===== config.mk =====
export PLATFORM = sky130hd
export DESIGN_NAME = hold_flag_decoder
export DESIGN_NICKNAME = d
export VERILOG_FILES = /design/src/rtl/hfd_pkg.sv /design/src/rtl/hfd_flag_slot.sv /design/src/rtl/hfd_counter.sv /design/src/rtl/hfd_emit.sv /design/src/rtl/hold_flag_decoder.sv
export SDC_FILE = /design/constraint.sdc
export NUM_CORES = 1
export LEC_CHECK = 0
export BUFFER_PORTS_ARGS = -buffer_cell sky130_fd_sc_hd__buf_2
export CELL_PAD_IN_SITES_DETAIL_PLACEMENT = 1
export CELL_PAD_IN_SITES_GLOBAL_PLACEMENT = 2
export CORE_UTILIZATION = 29
export DETAILED_ROUTE_END_ITERATION = 10
export HOLD_SLACK_MARGIN = 0.15
export PLACE_DENSITY = 0.77
export SYNTH_ARGS = -nofsm -noshare
export SYNTH_HDL_FRONTEND = slang
export SYNTH_SLANG_ARGS = --single-unit

===== constraint.sdc =====
create_clock -name clk -period 2.6 [get_ports clk]
set_clock_uncertainty 0.1 [all_clocks]
set_input_delay 0.26 -clock clk [delete_from_list [all_inputs] [get_ports clk]]
set_output_delay 0.26 -clock clk [all_outputs]
set_load 0.1 [all_outputs]

===== src/rtl/hfd_pkg.sv =====
package hfd_pkg;
  typedef enum logic {
    SRC_LFSR = 1'b0,
    SRC_HOLD = 1'b1
  } blk_src_e;
endpackage


===== src/rtl/hfd_flag_slot.sv =====
module hfd_flag_slot
  import hfd_pkg::*;
(
  input  logic     clk,
  input  logic     rst,
  input  logic     flag_valid,
  input  logic     flag_bit,
  input  logic     blk_done,
  output logic     flag_ready,
  output logic     have_q,
  output blk_src_e src_q
);
  assign flag_ready = !have_q;

  always_ff @(posedge clk) begin
    if (rst) begin
      have_q <= 1'b0;
      src_q  <= SRC_LFSR;
    end else if (!have_q) begin
      if (flag_valid) begin
        have_q <= 1'b1;
        src_q  <= blk_src_e'(flag_bit);
      end
    end else if (blk_done) begin
      have_q <= 1'b0;
    end
  end

  // once a flag is taken, the slot stays closed on the next cycle
  a_r9_slot_closes: assert property (@(posedge clk) disable iff (rst)
    (flag_valid && flag_ready) |=> !flag_ready);
endmodule


===== src/rtl/hfd_counter.sv =====
module hfd_counter #(
  parameter int BLK_LEN  = 4,
  parameter int PAT_BLKS = 3
) (
  input  logic clk,
  input  logic rst,
  input  logic step,
  output logic blk_done,
  output logic pat_done
);
  localparam int BIT_W = (BLK_LEN  > 1) ? $clog2(BLK_LEN)  : 1;
  localparam int BLK_W = (PAT_BLKS > 1) ? $clog2(PAT_BLKS) : 1;
  localparam logic [BIT_W-1:0] BIT_LAST = BIT_W'(BLK_LEN - 1);
  localparam logic [BLK_W-1:0] BLK_LAST = BLK_W'(PAT_BLKS - 1);

  logic [BIT_W-1:0] bit_q;
  logic [BLK_W-1:0] blk_q;

  assign blk_done = step && (bit_q == BIT_LAST);
  assign pat_done = blk_done && (blk_q == BLK_LAST);

  always_ff @(posedge clk) begin
    if (rst) begin
      bit_q <= '0;
      blk_q <= '0;
    end else if (step) begin
      if (bit_q == BIT_LAST) begin
        bit_q <= '0;
        blk_q <= (blk_q == BLK_LAST) ? '0 : blk_q + 1'b1;
      end else begin
        bit_q <= bit_q + 1'b1;
      end
    end
  end

  // a pattern end always returns both counters to their origin
  a_r8_pattern_wrap: assert property (@(posedge clk) disable iff (rst)
    pat_done |=> (bit_q == '0) && (blk_q == '0));
  // block counter never leaves its range
  a_r5_blk_range: assert property (@(posedge clk) disable iff (rst)
    blk_q <= BLK_LAST);
endmodule


===== src/rtl/hfd_emit.sv =====
module hfd_emit
  import hfd_pkg::*;
(
  input  logic     clk,
  input  logic     rst,
  input  logic     step,
  input  blk_src_e src,
  input  logic     lfsr_bit,
  input  logic     pat_done,
  output logic     scan_valid,
  output logic     scan_bit,
  output logic     scan_last
);
  logic held_q;
  logic next_bit;

  assign next_bit = (src == SRC_HOLD) ? held_q : lfsr_bit;

  always_ff @(posedge clk) begin
    if (rst) begin
      held_q     <= 1'b0;
      scan_valid <= 1'b0;
      scan_bit   <= 1'b0;
      scan_last  <= 1'b0;
    end else begin
      scan_valid <= step;
      scan_last  <= step && pat_done;
      if (step) begin
        scan_bit <= next_bit;
        held_q   <= pat_done ? 1'b0 : next_bit;
      end
    end
  end

  // after the final bit of a pattern the repeat value is 0
  a_r4_pattern_zero: assert property (@(posedge clk) disable iff (rst)
    (step && pat_done) |=> !held_q);
  // with no output step the repeat value does not move
  a_r7_held_stable: assert property (@(posedge clk) disable iff (rst)
    !step |=> $stable(held_q));
endmodule


===== src/rtl/hold_flag_decoder.sv =====
module hold_flag_decoder
  import hfd_pkg::*;
#(
  parameter int BLK_LEN  = 4,
  parameter int PAT_BLKS = 3
) (
  input  logic clk,
  input  logic rst,
  input  logic flag_valid,
  input  logic flag_bit,
  output logic flag_ready,
  input  logic lfsr_valid,
  input  logic lfsr_bit,
  output logic lfsr_take,
  output logic scan_valid,
  output logic scan_bit,
  output logic scan_last
);
  logic     have;
  blk_src_e src;
  logic     step;
  logic     blk_done;
  logic     pat_done;

  assign step      = have && ((src == SRC_HOLD) || lfsr_valid);
  assign lfsr_take = have && (src == SRC_LFSR) && lfsr_valid;

  hfd_flag_slot u_slot (
    .clk        (clk),
    .rst        (rst),
    .flag_valid (flag_valid),
    .flag_bit   (flag_bit),
    .blk_done   (blk_done),
    .flag_ready (flag_ready),
    .have_q     (have),
    .src_q      (src)
  );

  hfd_counter #(.BLK_LEN(BLK_LEN), .PAT_BLKS(PAT_BLKS)) u_cnt (
    .clk      (clk),
    .rst      (rst),
    .step     (step),
    .blk_done (blk_done),
    .pat_done (pat_done)
  );

  hfd_emit u_emit (
    .clk        (clk),
    .rst        (rst),
    .step       (step),
    .src        (src),
    .lfsr_bit   (lfsr_bit),
    .pat_done   (pat_done),
    .scan_valid (scan_valid),
    .scan_bit   (scan_bit),
    .scan_last  (scan_last)
  );

  // a consumed source bit is the next scan bit
  a_r2_take_to_scan: assert property (@(posedge clk) disable iff (rst)
    lfsr_take |=> scan_valid && (scan_bit == $past(lfsr_bit)));
  // no source bit is consumed while a hold block is open
  a_r3_hold_no_take: assert property (@(posedge clk) disable iff (rst)
    (!flag_ready && (src == SRC_HOLD)) |-> !lfsr_take);
  // no output without a held flag
  a_r5_no_flag_no_out: assert property (@(posedge clk) disable iff (rst)
    flag_ready |=> !scan_valid);
endmodule


==> results.toml <==
[routing]
ant_nets = 0
post-route-drc-count = 0
via_per_inst = 4.932
dr_total_vias = 360
firstDrtPassIters = 3
drtIter0Drc = 2
wl_per_cell_um = 12.07
drt-total-wl_um = 881

[grt]
grtUsageTotal_pct = 12.91
grt_pass1_wl_um = 1317
overflow = 0
grt_pass1_vias = 308
antenna_found_initial = 0
grt_max_degree = 11

[worst_hold_path]
min-delay-start = "rst"
hp-class = "in -> reg"
worstHoldEndpoint = "u_cnt.blk_q[0]"
holdPathStages = 2

[critical_path]
cpPeakStageDelay_ns = 0.46
worst_r2r_endpoint = "u_cnt.blk_q[0]"
path_max_fanout = 7
cp-start-kind = "flop"
reg2reg_slack_ns = 1.23
arrival_ns = 1.30
endpoint_kind = "primary output"
cp.required_ns = 2.24
worstReg2RegStart = "u_cnt.bit_q[0]"
reg2reg_depth = 4
slowest_stage = "dfxtp_1"
worstPathCellList = "nand2_1, nor2_1, buf_2"
critPathKind = "reg -> out"

[synth]
yosys.area.top_type = "dfxtp_1"
synth_area_per_cell_um2 = 9.194
synth_most_common_cell = "dfxtp_1"
syn-num-nets = 53
netlist_top_cells_count = "dfxtp_1, nand2_1, nor2_1, mux2i_1"
synth_cell_types = 22
ys_ff_latch = 10
synth_top_area_share_pct = 47.34
ys_top_cells_by_area = "dfxtp_1, mux2i_1, nand2_1"
netlist_instances = 46
async_flop_share_pct = 0
seq_area_frac_synth_pct = 47.34
synth_edf_count = 0
synth_warnings = 0
syn_area_um2 = 422.9
synth_ff_type = "dfxtp_1"

[cts]
cts_sinks = 10
clk_pin_slew_ns = 0.06
cts_buffer_depth = 2
post_cts_buffers = 0
clockRootBuffer = "clkbuf_4"
clk_latency_ns = 0.26
cts_buffers = 3
cts_resized = 0
tritoncts = "yes"
htree_levels = 1

[layout]
final_nets = 67
drive_gt1_share_pct = 29.31
n_fill_cell = 170
multi_input_area_um2 = 210.2
num_antenna_cells = 0
ff_latch_area_um2 = 200.2
final_cells = 73
area_growth_pct = 21.89

[pwr]
leakage_nw = 0.2211
irDropWorstVdd_mv = 0.3150
powerDensity_nw_per_um2 = 631.6

[placed_design]
place_congestion = 0.6375
dp.cells = 69
portBuffers = 10
dp_hpwl_um = 640

[run_status]
status = "finished clean"

[timing]
finalCritPeriodShare_pct = 63.95
fmax_mhz = 601.5
setup_viol = 0
rsz0062_at_grt = "false"
drv_slew = 0
min_period_ns = 1.663
fin_setup_tns_ns = 0
slew_headroom_pct = 67.79
hold_violations = 0
worst_pin_slew_ns = 0.4865

[die]
row_count = 13
coreArea_um2 = 1334
start_util_pct = 31.71
die_h_um = 40.19
dieArea_um2 = 1615
io_pins = 11
dieWidth_um = 40.19

[job]
max_cap_viol_count = 0
[power breakdown]
group | total, W | switching (W) | internal, W
Combinational | 0.0000565 | 0.0000417 | 0.0000147
Clock | 0.000103 | 0.0000496 | 0.0000533
Sequential | 0.000166 | 0.00000672 | 0.000160
[layer usage]
metal  GRT usage, %  share of wire [%]
met5              0                  0
met4          2.500                  0
met3          8.333                7.8
met2          18.95                 42
met1          15.84                 50
[repair_timing]
item,CTS,global route
endpoints found under the setup margin,0,0
hold endpoints to repair,1,0
hold buffers,1,0
[worst max path at each step]
stage,depth (start not counted),to,slack [ns],start
final,3,lfsr_take,0.94,u_slot.have_q
after global routing,3,lfsr_take,0.81,u_slot.have_q
after CTS,3,lfsr_take,0.93,u_slot.have_q
after detailed placement,3,lfsr_take,1.22,u_slot.have_q
after global placement,3,lfsr_take,1.24,u_slot.have_q
after floorplan,2,lfsr_take,0.50,u_slot.have_q
[kinds of logic (layout without fill, tap and decap cells)]
family / count (synthesis) / in the layout / share of synthesized area, %
AND/OR/NAND/NOR: 20 / 20 / 23.37
adder cells (fa/ha/maj): 1 / 1 / 2.958
multiplexers: 3 / 3 / 7.101
buffers and inverters: 3 / 15 / 2.956
flip-flops: 10 / 10 / 47.34
AO/OA/AOI/OAI: 9 / 9 / 16.27
[placed cells by master (no fill, tap or decap), types with 2 or more instances in the layout]
master	netlist	routed
dfxtp_1	10	10
a211oi_1	2	2
a21oi_1	2	2
mux2i_1	3	3
or3_1	2	2
nor2_1	6	6
nand2_1	6	6
buf_2	1	10
clkbuf_4	0	3
[layout make-up]
| cell class | instances | share of cell area, % |
|---|---|---|
| Timing Repair Buffer | 11 | 11.65 |
| Clock buffer | 3 | 4.369 |
| Multi-Input combinational cell | 33 | 40.78 |
| Sequential cell | 10 | 38.83 |
| Inverter | 1 | 0.7282 |
| Tap cell | 15 | 3.641 |
[stage by stage]
stage	total power, W	hold slack (ns)	setup WS, ns	util (%)	instance area (um2)
6_report	0.0003256	0.1961	0.9374	38.65	515.5
5_1_grt	0.0003456	0.2013	0.8143	38.65	515.5
3_3_place_gp	0.0002250	0.3549	1.244	36.21	483.0
3_5_place_dp	0.0002256	0.3577	1.222	36.21	483.0
2_1_floorplan	0.0002133	0.3072	0.5042	-	422.9
4_1_cts	0.0003326	0.1958	0.9333	38.65	515.5
[worst max-delay path, delay by kind of cell, from the launching register on]
kind / cells / cell delay, ns
buffers and inverters: 1 / 0.43
and+or+nand+nor: 2 / 0.16
DFF: 1 / 0.46
[state kept, by name, indices dropped and copies added, names as in the netlist]
name,flops
u_cnt.blk_q,2
u_slot.src_q,1
u_emit.scan_bit,1
u_emit.scan_last,1
u_emit.scan_valid,1
u_slot.have_q,1
u_cnt.bit_q,2
u_emit.held_q,1
No activity file was read; power rests on OpenSTA's default activity.
